$ cat src/rtl/uart_txq_pkg.sv
package uart_txq_pkg;
  localparam int unsigned NCO_W    = 20;
  localparam int unsigned INC_W    = 16;
  localparam int unsigned FRAME_W  = 10;
  localparam int unsigned BYTE_W   = 8;
  localparam int unsigned CTRL_W   = 32;
  localparam int unsigned EN_BIT   = 0;
  localparam int unsigned INC_LSB  = 16;
endpackage

$ cat src/rtl/uart_txq_fifo.sv
module uart_txq_fifo #(
  parameter int unsigned DEPTH = 32,
  parameter int unsigned DW    = 8,
  localparam int unsigned PW   = $clog2(DEPTH),
  localparam int unsigned CW   = PW + 1
) (
  input  logic          clk_i,
  input  logic          rst_ni,
  input  logic          push_i,
  input  logic [DW-1:0] data_i,
  input  logic          pop_i,
  input  logic          flush_i,
  output logic [DW-1:0] head_o,
  output logic [CW-1:0] count_o,
  output logic          full_o,
  output logic          empty_o
);
  logic [DW-1:0] mem_q [DEPTH];
  logic [PW-1:0] wr_ptr_q, rd_ptr_q;
  logic [CW-1:0] count_q;
  logic push_ok, pop_ok;

  assign full_o  = (count_q == CW'(DEPTH));
  assign empty_o = (count_q == '0);
  assign push_ok = push_i && !full_o && !flush_i;
  assign pop_ok  = pop_i && !empty_o && !flush_i;
  assign head_o  = mem_q[rd_ptr_q];
  assign count_o = count_q;

  always_ff @(posedge clk_i or negedge rst_ni) begin
    if (!rst_ni) begin
      wr_ptr_q <= '0;
      rd_ptr_q <= '0;
      count_q  <= '0;
    end else if (flush_i) begin
      wr_ptr_q <= '0;
      rd_ptr_q <= '0;
      count_q  <= '0;
    end else begin
      if (push_ok) wr_ptr_q <= wr_ptr_q + 1'b1;
      if (pop_ok)  rd_ptr_q <= rd_ptr_q + 1'b1;
      count_q <= count_q + CW'(push_ok) - CW'(pop_ok);
    end
  end

  always_ff @(posedge clk_i) begin
    if (push_ok) mem_q[wr_ptr_q] <= data_i;
  end

  assert_no_overflow_R3: assert property (@(posedge clk_i) disable iff (!rst_ni)
    count_q <= CW'(DEPTH));
  assert_full_drop_R3: assert property (@(posedge clk_i) disable iff (!rst_ni)
    (full_o && push_i && !pop_i && !flush_i) |=> (count_q == CW'(DEPTH)));
  assert_flush_zero_R4: assert property (@(posedge clk_i) disable iff (!rst_ni)
    flush_i |=> empty_o);
endmodule

$ cat src/rtl/uart_txq_nco.sv
module uart_txq_nco
  import uart_txq_pkg::*;
(
  input  logic             clk_i,
  input  logic             rst_ni,
  input  logic             run_i,
  input  logic [INC_W-1:0] inc_i,
  output logic             tick_o
);
  logic [NCO_W-1:0] acc_q;
  logic [NCO_W:0]   sum;

  assign sum    = {1'b0, acc_q} + (NCO_W+1)'(inc_i);
  assign tick_o = run_i && sum[NCO_W];

  always_ff @(posedge clk_i or negedge rst_ni) begin
    if (!rst_ni)     acc_q <= '0;
    else if (!run_i) acc_q <= '0;
    else             acc_q <= sum[NCO_W-1:0];
  end
endmodule

$ cat src/rtl/uart_txq_ser.sv
module uart_txq_ser
  import uart_txq_pkg::*;
(
  input  logic              clk_i,
  input  logic              rst_ni,
  input  logic              tick_i,
  input  logic              avail_i,
  input  logic [BYTE_W-1:0] data_i,
  output logic              pop_o,
  output logic              tx_o
);
  localparam int unsigned BC_W = $clog2(FRAME_W);
  localparam logic [BC_W-1:0] LAST = BC_W'(FRAME_W - 1);

  logic [FRAME_W-1:0] sh_q;
  logic [BC_W-1:0]    bit_q;
  logic               busy_q;
  logic               slot_free;

  assign slot_free = !busy_q || (bit_q == LAST);
  assign pop_o     = tick_i && slot_free && avail_i;
  assign tx_o      = busy_q ? sh_q[0] : 1'b1;

  always_ff @(posedge clk_i or negedge rst_ni) begin
    if (!rst_ni) begin
      sh_q   <= '1;
      bit_q  <= '0;
      busy_q <= 1'b0;
    end else if (tick_i) begin
      if (!slot_free) begin
        sh_q  <= {1'b1, sh_q[FRAME_W-1:1]};
        bit_q <= bit_q + 1'b1;
      end else if (avail_i) begin
        sh_q   <= {1'b1, data_i, 1'b0};
        bit_q  <= '0;
        busy_q <= 1'b1;
      end else begin
        busy_q <= 1'b0;
      end
    end
  end

  assert_idle_high_R7: assert property (@(posedge clk_i) disable iff (!rst_ni)
    (pop_o && !busy_q) |=> (tx_o == 1'b0));
endmodule

$ cat src/rtl/uart_txq_top.sv
module uart_txq_top
  import uart_txq_pkg::*;
#(
  parameter int unsigned DEPTH = 32,
  localparam int unsigned LW   = $clog2(DEPTH),
  localparam int unsigned CW   = LW + 1
) (
  input  logic              clk_i,
  input  logic              rst_ni,
  input  logic [CTRL_W-1:0] ctrl_i,
  input  logic              wr_en_i,
  input  logic [BYTE_W-1:0] wr_data_i,
  input  logic              flush_i,
  input  logic [CW-1:0]     wmark_thresh_i,
  output logic              tx_o,
  output logic [LW-1:0]     level_o,
  output logic              full_o,
  output logic              empty_o,
  output logic              wmark_o,
  output logic              empty_evt_o
);
  logic              tick, pop, tx_en;
  logic [BYTE_W-1:0] head;
  logic [CW-1:0]     count;
  logic              empty_q;

  assign tx_en = ctrl_i[EN_BIT];

  uart_txq_fifo #(.DEPTH(DEPTH), .DW(BYTE_W)) u_fifo (
    .clk_i, .rst_ni,
    .push_i(wr_en_i), .data_i(wr_data_i), .pop_i(pop), .flush_i,
    .head_o(head), .count_o(count), .full_o, .empty_o
  );

  uart_txq_nco u_nco (
    .clk_i, .rst_ni,
    .run_i(tx_en), .inc_i(ctrl_i[INC_LSB +: INC_W]), .tick_o(tick)
  );

  uart_txq_ser u_ser (
    .clk_i, .rst_ni,
    .tick_i(tick), .avail_i(!empty_o), .data_i(head), .pop_o(pop), .tx_o
  );

  always_ff @(posedge clk_i or negedge rst_ni) begin
    if (!rst_ni) empty_q <= 1'b1;
    else         empty_q <= empty_o;
  end

  assign level_o     = count[LW-1:0];
  assign wmark_o     = (count >= wmark_thresh_i);
  assign empty_evt_o = empty_o && !empty_q;

  assert_hold_line_R9: assert property (@(posedge clk_i) disable iff (!rst_ni)
    !tx_en |=> $stable(tx_o));
  assert_no_drain_R9: assert property (@(posedge clk_i) disable iff (!rst_ni)
    (!tx_en && !flush_i) |=> (count >= $past(count)));
  assert_evt_empty_R6: assert property (@(posedge clk_i) disable iff (!rst_ni)
    empty_evt_o |-> empty_o);
  assert_evt_single_R6: assert property (@(posedge clk_i) disable iff (!rst_ni)
    empty_evt_o |=> !empty_evt_o);
endmodule

$ cat config.mk
export PLATFORM = sky130hd
export DESIGN_NAME = uart_txq_top
export DESIGN_NICKNAME = d
export VERILOG_FILES = /design/src/rtl/uart_txq_pkg.sv /design/src/rtl/uart_txq_fifo.sv /design/src/rtl/uart_txq_nco.sv /design/src/rtl/uart_txq_ser.sv /design/src/rtl/uart_txq_top.sv
export SDC_FILE = /design/constraint.sdc
export NUM_CORES = 1
export LEC_CHECK = 0
export ABC_AREA = 1
export ABC_CLOCK_PERIOD_IN_PS = 2850
export BUFFER_PORTS_ARGS = -buffer_cell sky130_fd_sc_hd__buf_4
export CAP_MARGIN = 25
export CORE_ASPECT_RATIO = 0.7
export CORE_MARGIN = 8
export CORE_UTILIZATION = 27
export CTS_CLUSTER_DIAMETER = 60
export CTS_CLUSTER_SIZE = 12
export DETAILED_ROUTE_END_ITERATION = 10
export GPL_TIMING_DRIVEN = 0
export SKIP_LAST_GASP = 1
export SLEW_MARGIN = 10
export SYNTH_ARGS = -nofsm -noshare
export SYNTH_HDL_FRONTEND = slang
export SYNTH_SLANG_ARGS = --single-unit
$ cat constraint.sdc
create_clock -name clk_i -period 2.85 [get_ports clk_i]
set_input_delay 0.4275 -clock clk_i [delete_from_list [all_inputs] [get_ports clk_i]]
set_output_delay 0.4275 -clock clk_i [all_outputs]
set_load 0.05 [all_outputs]
==> metrics.cfg, run 1 <==
[drt]
drtIter0Drc = 1135
vias = 10629
finalWirelength_um = 39580
post_drt_wl_per_cell_um = 17.24
drt_pass1_iterations = 5
ant_nets = 0
routed_via_density = 4.629
drc_errors = 0

[synth]
synth_top_area_share_pct = 53.19
yosys_warnings = 0
synth_fp_nets = 1584
ys_dominant_reg_cell = edfxtp_1
synth-edff-count = 256
syn_area_per_cell_um2 = 9.674
postSynthCellCount = 1494
ys_top_cells_by_area = edfxtp_1, nand2_1, dfrtp_1, nand3_1, inv_1
yosysTopAreaCell = edfxtp_1
synth-seq-cells = 307
yosys.cell_types.count = 41
seq_area_frac_synth_pct = 62.11
syn_area_mm2 = 0.01445
synth-async-reset-ratio_pct = 16.61

[setup_path]
cp-end-kind = flip-flop
cp.required_ns = 3.24
crit_fanout = 2
start_kind = flip-flop
arrival_ns = 3.37
path_class = flip-flop to flip-flop

[clock_tree]
cts_tree = yes
cts.sinks = 307
clock_path_buffers = 3
numCtsBuffers = 34
clk_pin_slew_ns = 0.06
cts_root_buf = clkbuf_16
htreeDepth = 2
clock_latency_ns = 0.53

[sta]
rsz0062_at_grt = yes
min_period_over_period_pct = 104.6
worstMarginPinSlew_ns = 0.7998
period_minus_slack_ns = 2.980
final_max_slew_viol_count = 0
fin_ws_ns = -0.1297
hold_violations = 0
setup_tns_ns = -0.1712
setup_viol = 2
fmax_mhz = 335.6
slew_headroom_pct = 46.49
clock_skew_ns = 0.02271

[final_layout]
nNetsFinal = 1677
fillCellCount = 5458
final_layout_size_suffix_gt1_share_pct = 14.35
n_antenna_cell = 0
area_growth_pct = 17.41
final_area_mm2 = 0.01697

[placed_design]
dp_hpwl_um = 27650
place_area_mm2 = 0.01568
gp_congestion = 0.9149
port_buffers = 43

[power_and_ir_drop]
vdd_drop_max_mv = 0.3758
power_leakage_nw = 7.102
pwr_density_cell_mw_per_mm2 = 642.0

[job]
cap_violations = 0

[status]
run_status = finished, violations left
violations = setup timing

[grt]
grtUsageTotal_pct = 12.71
grt_pass1_wl_um = 60710
antenna_found_initial = 1
grt_max_degree = 52
grt_pass1_vias = 10479
gr-total-overflow = 0

[floorplan]
core_area_mm2 = 0.05330
die_width_um = 292.5
io_pins = 60
die_area_mm2 = 0.06131
rows = 71
initial_core_util_pct = 27.12
die_y_um = 209.6

[worst_hold_path]
min_path_type = input pin to flip-flop

## critical path, stage by stage (launching register included)
cell,delay [ns]
dfrtp_1,0.36
ha_4,0.15
inv_2,0.04
fa_2,0.34
inv_2,0.07
nand2_2,0.05
nand2_1,0.06
nand3b_1,0.08
nand2_2,0.10
nand2_2,0.07
nand2_4,0.08
nand4_4,0.12
nor2_4,0.18
ha_4,0.15
inv_4,0.03
ha_4,0.15
fa_2,0.34
nand2_2,0.07
inv_2,0.04
o21ai_2,0.12
nand2_1,0.08
o21ai_1,0.13
a21oi_1,0.05
## cell usage after synthesis (3+ instances only)
library cell	count
nand3_1	174
dfstp_2	10
inv_1	186
a21oi_1	51
buf_1	3
nand2_1	490
buf_2	34
nor2_1	87
nand2_2	3
nor3_1	5
o21ai_0	30
nand3_2	7
buf_4	6
edfxtp_1	256
ha_1	38
inv_2	6
dfrtp_1	41
o211ai_1	8
o21bai_1	3
xor2_1	5
clkbuf_1	15
or2_2	6
nand4_1	7
## metrics by stage
stage	power [mW]	hold slack [ns]	worst slack (ns)	util [%]	instances
after floorplan	6.227	0.1319	-0.1224	-	1494
final	10.89	0.1610	-0.1297	31.84	2296
after global placement	6.663	0.4530	-0.6848	29.39	2230
after global routing	11.31	0.1473	-0.2993	31.84	2296
after CTS	10.92	0.1397	-0.1153	31.65	2293
after detailed placement	6.697	0.4547	-0.7216	29.41	2231
## report_power, final
part	internal (mW)	switching, mW
Clock	2.42	1.77
Combinational	0.532	1.08
Sequential	5.01	0.0770
## repair_timing
| item | 4_1_cts | 5_1_grt |
|---|---|---|
| setup buffers | 9 | 4 |
| setup endpoints to repair | 197 | 64 |
| hold buffers | 1 | 0 |
| pin swaps | 10 | 6 |
| resized for setup | 36 | 20 |
| endpoints found under the hold margin | 41 | 0 |
## metal layers
metal,global-route usage (%),part of all wire [%],vias up
li1,-,-,5080
met1,18.25,46,5056
met5,0,0.018,-
met2,18.82,42,421
met3,3.082,9.1,70
met4,3.754,2.2,2
## cell type report
| cell class | instances | area (µm²) | share of cell area (%) |
|---|---|---|---|
| Clock inverter | 11 | 117.6 | 0.6931 |
| Sequential cell | 307 | 8976 | 52.90 |
| Timing Repair Buffer | 57 | 430.4 | 2.536 |
| Buffer | 59 | 294.0 | 1.733 |
| Inverter | 193 | 726.9 | 4.284 |
| Multi-Input combinational cell | 935 | 4658 | 27.45 |
| Tap cell | 693 | 867.1 | 5.110 |
| Clock buffer | 41 | 898.4 | 5.294 |
## sequential cells by signal, indices dropped and copies added (netlist names)
register,count
u_fifo.mem_q,256
u_nco.acc_q,20
u_ser.sh_q,9
u_fifo.count_o,6
u_fifo.rd_ptr_q,5
u_fifo.wr_ptr_q,5
u_ser.bit_q,4
empty_q,1
u_ser.busy_q,1
## final timing paths
path,startpoint,end,slack (ns),cells after the start
hold reg to reg,u_ser.sh_q[5],u_ser.sh_q[5],0.46,2
setup reg to reg,u_nco.acc_q[0],u_fifo.count_o[4],-0.13,22
setup / recovery,u_nco.acc_q[0],u_fifo.count_o[4],-0.13,22
hold / removal,flush_i,u_fifo.count_o[0],0.16,2
max in group asynchronous,rst_ni,u_fifo.count_o[4],1.87,2
min in group asynchronous,rst_ni,u_nco.acc_q[11],0.48,2
## cell families (layout without fill, tap and decap cells)
logic type	Yosys count	count (layout)	share of synthesized area (%)
simple gates	790	790	23.20
flops	307	307	62.11
buf+inv	252	361	7.047
compound gates	99	99	3.714
fa+ha+maj	40	40	3.567
xor+xnor	6	6	0.3636
## layout by cell type, fill, tap and decap left out, types with 6 or more instances in the layout
cell type / count
a21oi_1: 50
o211ai_1: 8
dfrtp_1: 41
ha_1: 35
clkbuf_16: 35
nand4_1: 7
nand3_1: 174
nand2_1: 482
nand3_2: 7
inv_2: 10
buf_4: 62
inv_1: 181
nor2_2: 19
buf_2: 34
clkbuf_1: 21
nor2_1: 59
or2_2: 6
nor2_4: 13
nand2_2: 11
dfstp_2: 10
edfxtp_1: 256
o21ai_0: 27
Power figures use the tool's default switching activity.
==> inputs of run 2 (changes only) <==
ABC_CLOCK_PERIOD_IN_PS = 3100   (was 2850)
SKIP_CTS_REPAIR_TIMING = 1   (was not set)
clock period = 3.1 ns   (was 2.85 ns; I/O delays follow)
==> metrics.cfg, run 2 (synthesis results as in run 1) <==
[clock_tree]
numCtsBuffers = 30
cts.sinks = 307
cts_root_buf = clkbuf_16
clock_path_buffers = 3
clock_latency_ns = 0.57
cts_tree = yes
clk_pin_slew_ns = 0.06
htreeDepth = 1

[floorplan]
core_area_mm2 = 0.05330
initial_core_util_pct = 27.12
die_y_um = 209.6
die_width_um = 292.5
rows = 71
io_pins = 60
die_area_mm2 = 0.06131

[setup_path]
cp-end-kind = flip-flop
crit_fanout = 3
path_class = flip-flop to flip-flop
start_kind = flip-flop
cp_top_family = adder cells
crit_path_frequent_cell = nand2_1
worst_path_max_delay_cell = dfrtp_1
crit_buf_inv = 4
cpPeakStageDelay_ns = 0.37
cp_cell_sequence = ha_4, inv_1, fa_2, inv_2, nand2_1, nand2_1, nand3b_1, nand2_2, nand2_2, nand2_4, nand4_4, nor2_4, ha_1, inv_1, ha_2, fa_2, nand2_1, inv_1, o21ai_2, nand2_1, o21ai_1, a21oi_1
arrival_ns = 3.50
cp.required_ns = 3.54

[drt]
drt_pass1_iterations = 5
post_drt_wl_per_cell_um = 16.99
vias = 10623
finalWirelength_um = 38940
drc_errors = 0
drtIter0Drc = 1116
routed_via_density = 4.635
ant_nets = 0

[grt]
grt_pass1_wl_um = 59510
grt_max_degree = 52
grt_pass1_vias = 10162
antenna_found_initial = 0
grtUsageTotal_pct = 12.33
gr-total-overflow = 0

[final_layout]
fin_util_pct = 31.32
final_area_mm2 = 0.01669
largest_register_ffs = 256
final_layout_size_suffix_gt1_share_pct = 12.20
layout_common_cells = nand2_1, edfxtp_1, inv_1
nNetsFinal = 1664
layout.cells.most_common = nand2_1
reg.largest.list = u_fifo.mem_q (256), u_nco.acc_q (20), u_ser.sh_q (9)
top_register = u_fifo.mem_q
area_growth_pct = 15.51

[sta]
hold_violations = 0
clock_skew_ns = 0.02006
final_max_slew_viol_count = 0
fmax_mhz = 326.6
worstMarginPinSlew_ns = 0.9402
rsz0062_at_grt = yes
min_period_over_period_pct = 98.78
slew_headroom_pct = 37.09
period_minus_slack_ns = 3.062
setup_viol = 0

[worst_hold_path]
min_path_type = input pin to flip-flop

[power_and_ir_drop]
vdd_drop_max_mv = 0.3746
pwr_density_cell_mw_per_mm2 = 577.6
power_leakage_nw = 7.005
total_power_mw = 9.643

[placed_design]
place_area_mm2 = 0.01566
dp_hpwl_um = 27630
gp_congestion = 0.9867
port_buffers = 43

[job]
cap_violations = 0

[status]
run_status = complete, no violations

[run 2: cell count changes in the layout (fill, tap and decap cells not counted), moves of 4 or more]
cell,change
buf_4,-9
clkbuf_1,+15
inv_1,+4
nand2_1,+5
nand2_2,-5
nor2_1,+8
nor2_4,-11
[run 2: layout make-up]
type | count | area [µm²]
clock inverters | 3 | 40.04
well taps | 693 | 867.1
flip-flops and latches | 307 | 8976
plain buffers | 59 | 294.0
multi-input cells | 935 | 4548
inverters | 193 | 724.4
diodes | 1 | 2.502
repair buffers | 48 | 362.8
fillers | 5498 | 36610
clock buffers | 53 | 879.6
[run 2: power breakdown]
group | internal, mW | leakage [nW] | switching [mW]
combinational | 0.471 | 3.62 | 0.972
sequential | 4.61 | 2.94 | 0.0646
clock | 1.99 | 0.441 | 1.54
[run 2: per-layer routing]
metal	GRT usage, %	up-vias	wire [µm]
li1	-	5057	-
met1	17.93	5110	18060
met2	18.19	396	16280
met3	3.315	58	3731
met4	2.457	2	771
met5	1.137	-	92
[run 2: worst paths after layout]
check,start,to,slack [ns],cells after the start
max,u_nco.acc_q[0],u_fifo.count_o[4],0.04,22
max reg2reg,u_nco.acc_q[0],u_fifo.count_o[4],0.04,22
min reg2reg,u_ser.sh_q[3],u_ser.sh_q[3],0.47,2
max in group asynchronous,rst_ni,u_fifo.count_o[2],2.13,2
min,flush_i,u_fifo.wr_ptr_q[3],0.14,2
min in group asynchronous,rst_ni,u_nco.acc_q[6],0.48,2
[run 2: stage by stage]
stage | hold slack (ns) | TNS, ns | setup slack (ns) | std cells
floorplan | 0.1694 | 0 | 0.01819 | 1494
global placement | 0.4555 | -1.497 | -0.4786 | 2230
detailed placement | 0.4566 | -1.847 | -0.5566 | 2230
CTS | -0.05353 | -0.9076 | -0.3703 | 2286
global route | 0.1283 | -2.945 | -0.2067 | 2291
finish | 0.1356 | 0 | 0.03772 | 2292
==> inputs of run 3 (changes only) <==
ABC_CLOCK_PERIOD_IN_PS = 2800   (was 3100)
CORE_UTILIZATION = 45   (was 27)
PLACE_DENSITY = 0.7   (was not set)
clock period = 2.8 ns   (was 3.1 ns; I/O delays follow)
==> metrics.cfg, run 3 (synthesis results as in run 1) <==
[grt]
gr-total-overflow = 0
grt_pass1_wl_um = 58340
grt_pass1_vias = 10258
antenna_found_initial = 0
grt.busiest_layer = met1
grt_use_met3_pct = 3.960
use_met2_pct = 27.98
grtUsageTotal_pct = 19.36
grtUsageMet1_pct = 29.07
grt_max_degree = 52

[status]
run_status = finished, violations left
violations = setup timing

[clock_tree]
clock_latency_ns = 0.59
cts.sinks = 307
htreeDepth = 1
cts_tree = yes
numCtsBuffers = 29
cts_root_buf = clkbuf_16
clk_pin_slew_ns = 0.06
clock_path_buffers = 3

[sta]
setup_tns_ns = -20.04
worstMarginPinSlew_ns = 0.8740
fin_ws_ns = -0.2838
setup_viol = 133
holdWs_ns = 0.1011
clock_skew_ns = 0.03527
slew_headroom_pct = 41.52
fmax_mhz = 324.3
rsz0062_at_grt = yes
final_max_slew_viol_count = 0
hold_violations = 0
period_minus_slack_ns = 3.084
min_period_over_period_pct = 110.1

[floorplan]
io_pins = 60
initial_core_util_pct = 45.17
core_area_mm2 = 0.03200
die_width_um = 230.2
die_area_mm2 = 0.03820
die_y_um = 165.9
rows = 55

[setup_path]
crit_cells = 22
arrival_ns = 3.60
crit_path_frequent_cell = nand2_2
cp.required_ns = 3.32
crit_buf_inv = 3
cpPeakStageDelay_ns = 0.38
crit_fanout = 5
crit_path_end = u_fifo.count_o[5]
rr_worst_depth = 22
cp-startpoint = u_nco.acc_q[0]
worst_path_max_delay_cell = dfrtp_1
cp_cell_sequence = ha_4, inv_2, fa_2, inv_2, nand2_2, nand2_1, nand3b_1, nand2_2, nand2_2, nand2_4, nand4_4, nor2_4, ha_4, inv_1, ha_1, a21oi_1, nand2_2, nand2_1, nand2_1, a21oi_2, o21ai_0, a21oi_1
cp-end-kind = flip-flop
cp_top_family = simple AND/OR/NAND/NOR gates
start_kind = flip-flop
timing.rr.start = u_nco.acc_q[0]
path_class = flip-flop to flip-flop
rrSetupSlack_ns = -0.28
r2r_end = u_fifo.count_o[5]

[final_layout]
final_area_mm2 = 0.01648
area_growth_pct = 14.06
layout_common_cells = nand2_1, edfxtp_1, inv_1
nNetsFinal = 1667
layout.cells.most_common = nand2_1
reg.largest.list = u_fifo.mem_q (256), u_nco.acc_q (20), u_ser.sh_q (9)
fillCellCount = 2811
top_register = u_fifo.mem_q
largest_register_ffs = 256
final_layout_size_suffix_gt1_share_pct = 13.31
n_antenna_cell = 0

[placed_design]
place_area_mm2 = 0.01534
gp_congestion = 0.9730
port_buffers = 43
dp_slack_ns = -0.8273
dp_hpwl_um = 26030

[drt]
drc_errors = 0
ant_nets = 0
drtIter0Drc = 1297
finalWirelength_um = 37710
vias = 10706
drt_pass1_iterations = 5
routed_via_density = 5.282
post_drt_wl_per_cell_um = 18.61

[power_and_ir_drop]
vdd_drop_max_mv = 0.4717
power_frac_seq_pct = 49.2
clockPowerShare_pct = 35.0
netSwitchingFraction_pct = 27.61
p_int_mw = 7.624
pwr-share-comb_pct = 15.9
power_leakage_nw = 6.994
pwr_density_cell_mw_per_mm2 = 638.9
p_sw_mw = 2.908

[job]
cap_violations = 0

[worst_hold_path]
min_path_type = input pin to flip-flop

==> run 3: changes by cell type in the layout (fill, tap and decap cells not counted), sizes merged <==
cell    change
inv         +1
diode       -1
buf         +4
clkbuf      -1
bufinv      -1
clkinv      -1
==> run 3: metal layers <==
metal	up-vias	share of wire, %
li1	5077	-
met1	5035	45
met5	-	0.30
met3	70	11
met2	522	42
met4	2	2.4
==> run 3: through the flow <==
| stage | cells | util [%] | power, mW |
|---|---|---|---|
| floorplan | 1494 | - | 6.338 |
| global route | 2027 | 51.52 | 10.93 |
| global placement | 1964 | 47.91 | 6.781 |
| CTS | 2018 | 50.58 | 10.46 |
| detailed placement | 1964 | 47.93 | 6.836 |
| finish | 2027 | 51.52 | 10.53 |
==> run 3: how the worst min path moves through the flow <==
stage | from | endpoint | slack, ns | cells past startpoint
4_1_cts | rst_ni | u_nco.acc_q[14] | -0.09 | 1
6_report | flush_i | u_fifo.count_o[1] | 0.10 | 2
3_3_place_gp | u_ser.sh_q[4] | u_ser.sh_q[4] | 0.45 | 2
5_1_grt | flush_i | u_fifo.count_o[1] | 0.09 | 2
2_1_floorplan | rst_ni | u_fifo.count_o[0] | 0.12 | 0
3_5_place_dp | u_ser.sh_q[6] | u_ser.sh_q[6] | 0.46 | 2
==> run 3: cell type report <==
class / count / area [µm²] / area share [%]
sequential: 307 / 8976 / 54.45
multi-input combinational: 935 / 4716 / 28.61
clock buffer: 52 / 822.0 / 4.987
inverter: 193 / 724.4 / 4.395
tap: 427 / 534.3 / 3.241
timing repair buffer: 52 / 392.9 / 2.383
buffer: 59 / 294.0 / 1.784
clock inverter: 2 / 25.02 / 0.1518
==> run 3: power groups by stage <==
| stage | logic [mW] | registers (mW) | clock network (mW) |
|---|---|---|---|
| CTS | 1.57 | 5.18 | 3.71 |
| finish | 1.67 | 5.18 | 3.68 |
| floorplan | 1.09 | 5.25 | 0 |
| global route | 1.85 | 5.19 | 3.88 |
| detailed placement | 1.56 | 5.27 | 0 |
| global placement | 1.52 | 5.26 | 0 |
